`src/rtl/ide_dec_pkg.sv`:
```
package ide_dec_pkg;
  localparam int ADDR_W  = 16;
  localparam int NCH     = 2;
  localparam int CMD_LG  = 3;  // 8-byte command window
  localparam int CTL_LG  = 2;  // 4-byte control window

  function automatic logic [ADDR_W-1:0] fixed_cmd_base(input int ch);
    return (ch == 0) ? 16'h01F0 : 16'h0170;
  endfunction

  function automatic logic [ADDR_W-1:0] fixed_ctl_base(input int ch);
    return (ch == 0) ? 16'h03F4 : 16'h0374;
  endfunction
endpackage

```
`src/rtl/ide_base_regs.sv`:
```
module ide_base_regs
  import ide_dec_pkg::*;
#(
  parameter int AW    = ADDR_W,
  parameter int NC    = NCH,
  localparam int SELW = $clog2(2*NC)
) (
  input  logic                   clk_i,
  input  logic                   rst_ni,
  input  logic                   wr_i,
  input  logic [SELW-1:0]        sel_i,
  input  logic [AW-1:0]          data_i,
  output logic [NC-1:0][AW-1:0]  cmd_base_o,
  output logic [NC-1:0][AW-1:0]  ctl_base_o
);
  for (genvar c = 0; c < NC; c++) begin : g_ch
    logic [AW-1:CMD_LG] cmd_q;
    logic [AW-1:CTL_LG] ctl_q;

    always_ff @(posedge clk_i or negedge rst_ni) begin
      if (!rst_ni) begin
        cmd_q <= '0;
        ctl_q <= '0;
      end else if (wr_i && (int'(sel_i) >> 1) == c) begin
        if (sel_i[0]) ctl_q <= data_i[AW-1:CTL_LG];
        else          cmd_q <= data_i[AW-1:CMD_LG];
      end
    end

    assign cmd_base_o[c] = {cmd_q, {CMD_LG{1'b0}}};
    assign ctl_base_o[c] = {ctl_q, {CTL_LG{1'b0}}};

    AST_BASE_LOAD: assert property (@(posedge clk_i) disable iff (!rst_ni)
      (wr_i && int'(sel_i) == 2*c) |=>
        cmd_base_o[c][AW-1:CMD_LG] == $past(data_i[AW-1:CMD_LG]));
  end
endmodule

```
`src/rtl/ide_range_match.sv`:
```
module ide_range_match #(
  parameter int AW      = 16,
  parameter int SPAN_LG = 3
) (
  input  logic          en_i,
  input  logic [AW-1:0] addr_i,
  input  logic [AW-1:0] base_i,
  output logic          hit_o
);
  assign hit_o = en_i && (addr_i[AW-1:SPAN_LG] == base_i[AW-1:SPAN_LG]);
endmodule

```
`src/rtl/ide_prio_pick.sv`:
```
module ide_prio_pick #(
  parameter int N = 4
) (
  input  logic [N-1:0] req_i,
  output logic [N-1:0] gnt_o
);
  // lowest index wins
  always_comb begin
    gnt_o = '0;
    for (int i = N-1; i >= 0; i--) begin
      if (req_i[i]) gnt_o = N'(1) << i;
    end
  end
endmodule

```
`src/rtl/ide_port_decoder.sv`:
```
module ide_port_decoder
  import ide_dec_pkg::*;
(
  input  logic              clk_i,
  input  logic              rst_ni,
  input  logic              io_valid_i,
  input  logic              io_write_i,
  input  logic [ADDR_W-1:0] io_addr_i,
  input  logic              native_mode_i,
  input  logic              io_space_en_i,
  input  logic [NCH-1:0]    chan_en_i,
  input  logic              base_wr_i,
  input  logic [1:0]        base_sel_i,
  input  logic [ADDR_W-1:0] base_data_i,
  output logic [NCH-1:0]    cs1_n_o,
  output logic [NCH-1:0]    cs3_n_o,
  output logic [NCH-1:0]    dior_n_o,
  output logic [NCH-1:0]    diow_n_o,
  output logic [3*NCH-1:0]  da_o,
  output logic              unclaimed_o
);
  localparam int NWIN = 2*NCH;

  logic [NCH-1:0][ADDR_W-1:0] reg_cmd_base, reg_ctl_base;
  logic [NWIN-1:0]            hit, gnt;
  logic [NCH-1:0]             cs1_d, cs3_d, dior_d, diow_d;
  logic [3*NCH-1:0]           da_d;
  logic                       unc_d;

  ide_base_regs #(.AW(ADDR_W), .NC(NCH)) u_base (
    .clk_i      (clk_i),
    .rst_ni     (rst_ni),
    .wr_i       (base_wr_i),
    .sel_i      (base_sel_i),
    .data_i     (base_data_i),
    .cmd_base_o (reg_cmd_base),
    .ctl_base_o (reg_ctl_base)
  );

  for (genvar c = 0; c < NCH; c++) begin : g_win
    logic [ADDR_W-1:0] cmd_b, ctl_b;
    logic              en;
    assign cmd_b = native_mode_i ? reg_cmd_base[c] : fixed_cmd_base(c);
    assign ctl_b = native_mode_i ? reg_ctl_base[c] : fixed_ctl_base(c);
    assign en    = io_valid_i && io_space_en_i && chan_en_i[c];

    ide_range_match #(.AW(ADDR_W), .SPAN_LG(CMD_LG)) u_cmd (
      .en_i(en), .addr_i(io_addr_i), .base_i(cmd_b), .hit_o(hit[2*c]));
    ide_range_match #(.AW(ADDR_W), .SPAN_LG(CTL_LG)) u_ctl (
      .en_i(en), .addr_i(io_addr_i), .base_i(ctl_b), .hit_o(hit[2*c+1]));

    logic claim;
    assign claim     = gnt[2*c] | gnt[2*c+1];
    assign cs1_d[c]  = ~gnt[2*c];
    assign cs3_d[c]  = ~gnt[2*c+1];
    assign dior_d[c] = ~(claim && !io_write_i);
    assign diow_d[c] = ~(claim && io_write_i);
    // control window: DA2 forced high for alignment-safe register selection
    assign da_d[3*c +: 3] = gnt[2*c]   ? io_addr_i[2:0] :
                            gnt[2*c+1] ? {1'b1, io_addr_i[1:0]} : 3'b000;
  end

  ide_prio_pick #(.N(NWIN)) u_pick (.req_i(hit), .gnt_o(gnt));

  assign unc_d = io_valid_i && !(|gnt);

  always_ff @(posedge clk_i or negedge rst_ni) begin
    if (!rst_ni) begin
      cs1_n_o     <= '1;
      cs3_n_o     <= '1;
      dior_n_o    <= '1;
      diow_n_o    <= '1;
      da_o        <= '0;
      unclaimed_o <= 1'b0;
    end else begin
      cs1_n_o     <= cs1_d;
      cs3_n_o     <= cs3_d;
      dior_n_o    <= dior_d;
      diow_n_o    <= diow_d;
      da_o        <= da_d;
      unclaimed_o <= unc_d;
    end
  end

  AST_ONE_SELECT: assert property (@(posedge clk_i) disable iff (!rst_ni)
    $onehot0({~cs1_n_o, ~cs3_n_o}));
  AST_UNCLAIMED_QUIET: assert property (@(posedge clk_i) disable iff (!rst_ni)
    unclaimed_o |-> (&cs1_n_o && &cs3_n_o && &dior_n_o && &diow_n_o));
  AST_IDLE_QUIET: assert property (@(posedge clk_i) disable iff (!rst_ni)
    !io_valid_i |=> (&cs1_n_o && &cs3_n_o && !unclaimed_o));
  AST_IO_OFF: assert property (@(posedge clk_i) disable iff (!rst_ni)
    (io_valid_i && !io_space_en_i) |=> unclaimed_o);

  for (genvar c = 0; c < NCH; c++) begin : g_chk
    AST_CTL_DA2: assert property (@(posedge clk_i) disable iff (!rst_ni)
      !cs3_n_o[c] |-> da_o[3*c+2]);
    AST_STROBE_HAS_CS: assert property (@(posedge clk_i) disable iff (!rst_ni)
      (!dior_n_o[c] || !diow_n_o[c]) |-> (!cs1_n_o[c] || !cs3_n_o[c]));
    AST_RD_WR_EXCL: assert property (@(posedge clk_i) disable iff (!rst_ni)
      !(!dior_n_o[c] && !diow_n_o[c]));
  end
endmodule

```
`config.mk`:
```
export PLATFORM = sky130hd
export DESIGN_NAME = ide_port_decoder
export DESIGN_NICKNAME = d
export VERILOG_FILES = /design/src/rtl/ide_dec_pkg.sv /design/src/rtl/ide_base_regs.sv /design/src/rtl/ide_range_match.sv /design/src/rtl/ide_prio_pick.sv /design/src/rtl/ide_port_decoder.sv
export SDC_FILE = /design/constraint.sdc
export NUM_CORES = 1
export LEC_CHECK = 0
export BUFFER_PORTS_ARGS = -buffer_cell sky130_fd_sc_hd__clkbuf_2
export CAP_MARGIN = 20
export CORE_ASPECT_RATIO = 0.5
export CORE_MARGIN = 2
export CORE_UTILIZATION = 50
export DETAILED_ROUTE_END_ITERATION = 10
export PLACE_DENSITY = 0.72
export SYNTH_ARGS = -nofsm -noshare
export SYNTH_HDL_FRONTEND = slang
export SYNTH_SLANG_ARGS = --single-unit
```
`constraint.sdc`:
```
create_clock -name clk_i -period 4.7 [get_ports clk_i]
set_input_delay 0.47 -clock clk_i [delete_from_list [all_inputs] [get_ports clk_i]]
set_output_delay 0.47 -clock clk_i [all_outputs]
set_load 0.01 [all_outputs]
```
== After elaboration in Yosys (flattened, before gate mapping) ==
Cells that the tools add are included.
W data, S select, Z words.

* Bits in registers: 69
* Input bits: 43
* Word-level logic and storage cells: 59

* Equality and inequality tests: 4
* Muxes and demuxes: 12
* Bitwise logic cells: 11
* Reductions and logical operators: 22

{| class="wikitable"
|+ Operators with widths
! cell !! number
|-
| $mux W16 || 4
|-
| $logic_not A32 Y1 || 1
|-
| $eq A14 B14 Y1 || 2
|-
| $eq A13 B13 Y1 || 2
|-
| $mux W4 || 4
|-
| $logic_and A1 B1 Y1 || 14
|-
| $mux W3 || 4
|-
| $not A1 Y1 || 9
|-
| $reduce_and A2 Y1 || 4
|-
| $reduce_or A4 Y1 || 1
|-
| $logic_not A1 Y1 || 2
|-
| $or A1 B1 Y1 || 2
|}

== Logic depth before layout (Yosys ltp) ==
* Depth in word-level cells: 10
* Depth in mapped cells: 9
* Mapped depth without buffers: 6

== Modules after synthesis ==
Synthesis repeated with hierarchy kept, for this count alone.

* Cells, all modules: 311
* Area total of the unflattened synthesis: 3,677.3 um^2

{| class="wikitable"
|+ By module, submodules not included
! module !! times used !! cells each !! area each (um^2)
|-
| ide_base_regs || 1 || 127 || 2,095.8
|-
| ide_port_decoder || 1 || 106 || 927.1
|-
| ide_range_match (g_win[0].u_ctl ...) || 2 || 19 || 158.9
|-
| ide_range_match (g_win[0].u_cmd ...) || 2 || 18 || 148.9
|-
| ide_prio_pick || 1 || 4 || 38.8
|}

== Least setup slack after synthesis ==
OpenSTA, ideal clock, no wires.

* Path type: input to register
* Start: in io_addr_i[7]
* End: reg da_o[3]
* Library setup time: 67 ps
* Arrival: 2,343 ps
* Data required time: 4,633 ps
* Setup slack: 2,289 ps
* Cell stages on the path: 7
* Cell sequence: buf_6 > clkinv_2 > o22ai_1 > or4_1 > or4_4 > o41ai_4 > and3_1

* Longest elaborated chain between the ends: 8
* Elaborated cells on any way between the ends: 14
* Those cells by class: eq/ne: 4; mux: 6; reduce/logical: 4

{| class="wikitable"
|+ RTL lines
! item !! RTL line !! source
|-
| start: declaration || ide_port_decoder.sv:8 || <nowiki>input logic [ADDR_W-1:0] io_addr_i,</nowiki>
|-
| $eq A14 B14 Y1 || ide_range_match.sv:10 || <nowiki>assign hit_o = en_i && (addr_i[AW-1:SPAN_LG] == base_i[AW-1:SPAN_LG]);</nowiki>
|-
| $logic_and A1 B1 Y1 || ide_range_match.sv:10 ||
|-
| $mux W4 (3 in series) || ide_prio_pick.sv:11 || <nowiki>if (req_i[i]) gnt_o = N'(1) << i;</nowiki>
|-
| $mux W4 (*) || ide_prio_pick.sv:11 ||
|-
| $mux W3 || ide_port_decoder.sv:60 || <nowiki>gnt[2*c+1] ? {1'b1, io_addr_i[1:0]} : 3'b000;</nowiki>
|-
| $mux W3 (*) || ide_port_decoder.sv:59 || <nowiki>assign da_d[3*c +: 3] = gnt[2*c] ? io_addr_i[2:0] :</nowiki>
|-
| net da_d[3] || ide_port_decoder.sv:27 || <nowiki>logic [3*NCH-1:0] da_d;</nowiki>
|-
| end signal: assignment || ide_port_decoder.sv:73 || <nowiki>da_o <= '0;</nowiki>
|-
| end signal: assignment || ide_port_decoder.sv:80 || <nowiki>da_o <= da_d;</nowiki>
|-
| end: declaration || ide_port_decoder.sv:19 || <nowiki>output logic [3*NCH-1:0] da_o,</nowiki>
|}

Mark *: on every way through the listed nets, which the timed path passes. The rest lies on a longest branch.
A chain may end at the register's enable or synchronous reset.

== Worst setup path in the final report ==
* Start: in native_mode_i
* End: reg dior_n_o[0]

* Longest elaborated chain between the ends: 9
* Elaborated cells on any way between the ends: 15
* Those cells by class: eq/ne: 3; mux: 6; bitwise: 2; reduce/logical: 4

{| class="wikitable"
|+ RTL lines
! item !! RTL line !! source
|-
| start: declaration || ide_port_decoder.sv:9 || <nowiki>input logic native_mode_i,</nowiki>
|-
| $mux W16 || ide_port_decoder.sv:43 || <nowiki>assign cmd_b = native_mode_i ? reg_cmd_base[c] : fixed_cmd_base(c);</nowiki>
|-
| $eq A13 B13 Y1 || ide_range_match.sv:10 ||
|-
| $logic_and A1 B1 Y1 || ide_range_match.sv:10 ||
|-
| $mux W4 (2 in series) || ide_prio_pick.sv:11 ||
|-
| $mux W4 (*) || ide_prio_pick.sv:11 ||
|-
| $or A1 B1 Y1 (*) || ide_port_decoder.sv:53 || <nowiki>assign claim = gnt[2*c] | gnt[2*c+1];</nowiki>
|-
| $logic_and A1 B1 Y1 (*) || ide_port_decoder.sv:56 || <nowiki>assign dior_d[c] = ~(claim && !io_write_i);</nowiki>
|-
| $not A1 Y1 (*) || ide_port_decoder.sv:56 ||
|-
| net dior_d[0] || ide_port_decoder.sv:26 || <nowiki>logic [NCH-1:0] cs1_d, cs3_d, dior_d, diow_d;</nowiki>
|-
| end signal: assignment || ide_port_decoder.sv:78 || <nowiki>dior_n_o <= dior_d;</nowiki>
|-
| end: declaration || ide_port_decoder.sv:17 || <nowiki>output logic [NCH-1:0] dior_n_o,</nowiki>
|}

Marks and branches as above.

==> run_results.csv <==
group,metric,value,unit
outcome,status,"finished clean",
floorplanning,rows,22,
layout,final_common_cell,"dfrtp_1",
setup_path,crit_path_top_delay_cell,"a2111oi_2",
setup_path,crit_path_cell_trace,"clkbuf_2 > nor2b_1 > o21ai_0 > or4_1 > a2111oi_2 > a21oi_1 > or2_1",
synth,async_flop_share,100,%
timing,tns,0,ns
global_route,antenna_found_initial,0,
drt,avgRoutedWirePerCell,18.9,microns
drt,detail_route.vias_per_cell,6.07,
timing,hold_viol_final,0,
layout,diodes,0,
synth,syn_avg_cell_area,10.9,sq um
setup_path,crit_family,"simple AND/OR/NAND/NOR gates",
setup_path,cp-start-kind,"primary input",
setup_path,cp_slowest_stage_delay,0.65,ns
pwr,p_leak,1.89,nW
pwr,p_seq_share,43.0,%
pwr,power.switching,0.000486,W
pwr,p_int,0.00131,W
synth,synth_cell_types,57,
clocking,clk_pin_slew_worst_paths,0.05,ns
timing,timing.fmax,347,MHz
floorplanning,die_w,126,microns
clocking,cts-resized-gates,0,
min_path,hold_depth,2,
synth,ys_ff_latch,69,
timing,rsz0062_at_grt,"false",
drt,m1WireLength,4280,microns
setup_path,cp_num_cells,7,
drt,drt_iter0_markers,318,
timing,relSlewSlack,38.5,%
global_route,grt_max_degree,70,
floorplanning,die_h,65.2,microns
timing,period_needed,2.88,ns
layout,final_nets,435,
pwr,ir_worst_vdd,0.000214,V
global_route,first_global_vias,2902,
drt,wl_met2,4100,microns
placement,pre_cts_ws,1.48,ns
pwr,switching_share,27.0,%
drt,ant_nets,0,
floorplanning,start_util,51.4,%
drt,dr_total_vias,2992,
timing,maxSlewViolCount,0,
placement,place_hpwl,6650,microns
layout,layout_common_cells,"dfrtp_1, clkbuf_2, mux2_2, nand2b_1",
synth,synth_largest_area_cell,"dfrtp_1",
layout,final_core_util,60.1,%
timing,finalCritPeriodShare,61.3,%
synth,yosysWarnings,0,
min_path,hold_path.class,"in -> reg",
synth,synthFlopType,"dfrtp_1",
synth,syn_area,3750,sq um
synth,synth_top_area_share,40.7,%
synth,seq_area_frac_synth,46.4,%
setup_path,crit_fanout,41,
drt,routed.top_layer,"met4",
timing,tightest_slew,0.899,ns
clocking,cts_tree,"done",
drt,drcViolationCount,0,
timing,skew,0.00499,ns
drt,totalWireLength,9320,microns
placement,gp_congestion,0.970,
pwr,comb_power_share,15.9,%
clocking,insertion_delay,0.34,ns
floorplanning,dieArea,8240,sq um
synth,synth_area_leaders,"dfrtp_1, mux2_2, dfstp_2",
timing,finalSetupViolCount,0,
floorplanning,ios,58,
setup_path,crit_arrival,3.15,ns
setup_path,path_buf_inv,1,
clocking,cts_hold_buf,0,
setup_path,critPathKind,"in -> reg",
clocking,numCtsBuffers,9,
synth,synth_fp_nets,388,
floorplanning,core,7290,sq um
setup_path,endpoint_kind,"flip-flop",
pwr,total_power,0.00180,W
setup_path,required,4.96,ns
global_route,grt_overflow,0,
synth,synth_edf_count,0,
timing,setup_slack,1.82,ns
synth,syn_inst,345,
clocking,clockBufferDepth,2,
setup_path,r2r_cells,6,
pwr,p_clk_share,41.1,%
layout,regArea,1740,sq um
drt,wl_met3,688,microns
job,maxCapViolCount,0,
global_route,grt_usage,24.5,%
drt,dr.pass1.iters,5,
clocking,cts_root_buf,"clkbuf_16",
global_route,grt_pass1_wl,15200,microns
placement,numPortBuffers,55,
layout,n_fill_cell,604,
pwr,powerDensity,411,nW/um^2
layout,syn_to_final_growth,16.9,%
clocking,cts.sinks,69,
clocking,htreeDepth,3,
clocking,post_cts_buffers,0,
layout,multi_input_area,1840,sq um
layout,drive_gt1_share,35.5,%
[logic make-up (layout without fill, tap and decap cells)]
family                 count (synthesis)  in the layout  synth area share (%)
XOR/XNOR                              14             14                  3.27
flip-flops                            69             69                  46.4
buffers and inverters                 39             91                  4.68
AO/OA/AOI/OAI                         74             74                  14.3
AND/OR/NAND/NOR                       96             96                  15.4
multiplexers                          53             53                  15.9
[through the flow]
stage | hold slack (ns) | instance area [sq um] | cells
2_1_floorplan | 0.174 | 3750 | 345
3_3_place_gp | 0.498 | 4060 | 477
3_5_place_dp | 0.505 | 4060 | 477
4_1_cts | 0.294 | 4380 | 493
5_1_grt | 0.302 | 4380 | 493
6_report | 0.302 | 4380 | 493
[cells in the mapped netlist (2+ instances only)]
master,count
o2111ai_1,2
clkbuf_1,6
nand2b_1,17
xor2_1,10
a31oi_1,2
nor2_1,6
nand4_1,8
inv_1,15
nand3_1,10
xnor2_1,4
nand3b_1,4
dfrtp_1,61
a2111oi_2,2
and3_1,3
nand4b_1,2
or4_1,4
nor4bb_1,4
o221ai_1,2
nor2b_1,11
o21ai_0,13
a32oi_1,5
a22oi_1,4
o32ai_1,2
o31ai_1,3
buf_2,10
o22ai_1,9
a2111oi_0,2
dfstp_2,8
nor3_1,4
inv_2,2
buf_6,2
nand2_1,15
buf_1,3
mux2_2,53
a21oi_1,15
[path summary, 6_finish.rpt]
path | from | end | slack, ns
setup / recovery | native_mode_i | dior_n_o[0]$_DFF_PN1_ | 1.82
hold / removal | io_write_i | diow_n_o[0]$_DFF_PN1_ | 0.30
setup reg to reg | u_base.g_ch[0].cmd_q[4]$_DFFE_PN0P_ | dior_n_o[0]$_DFF_PN1_ | 2.23
hold reg to reg | u_base.g_ch[0].ctl_q[5]$_DFFE_PN0P_ | u_base.g_ch[0].ctl_q[5]$_DFFE_PN0P_ | 0.53
max in group asynchronous | rst_ni | unclaimed_o$_DFF_PN0_ | 3.79
min in group asynchronous | rst_ni | u_base.g_ch[0].cmd_q[13]$_DFFE_PN0P_ | 0.33
[worst register-to-register path, delay by kind of cell (launching register included)]
kind | cells | cell delay [ns]
AO/OA/AOI/OAI | 3 | 1.05
AND/OR/NAND/NOR | 3 | 0.96
flip-flops | 1 | 0.40
[routing by layer]
metal / global-route usage, % / vias to the layer above
met5: 0 / -
met4: 10.9 / 0
met3: 7.98 / 27
met2: 36.8 / 115
met1: 32.8 / 1482
li1: - / 1368
[state kept, by name, summed over array words and instances (netlist names)]
signal,cells
u_base.g_ch.ctl_q,28
u_base.g_ch.cmd_q,26
da_o,6
cs1_n_o,2
cs3_n_o,2
dior_n_o,2
diow_n_o,2
unclaimed_o,1
[final cells by class]
class | instances | share of cell area [%]
Inverter | 18 | 1.57
Timing Repair Buffer | 57 | 6.63
Multi-Input combinational cell | 237 | 42.0
Clock buffer | 11 | 5.54
Clock inverter | 5 | 1.89
Sequential cell | 69 | 39.6
Tap cell | 96 | 2.74
[power by group through the flow]
stage	Sequential (W)	Combinational [W]	Clock, W
detailed placement	0.000779	0.000285	0
CTS	0.000770	0.000287	0.000747
floorplan	0.000750	0.000212	0
global placement	0.000771	0.000272	0
finish	0.000773	0.000287	0.000740
global route	0.000784	0.000318	0.000772
(Power assumes the default switching activity.)
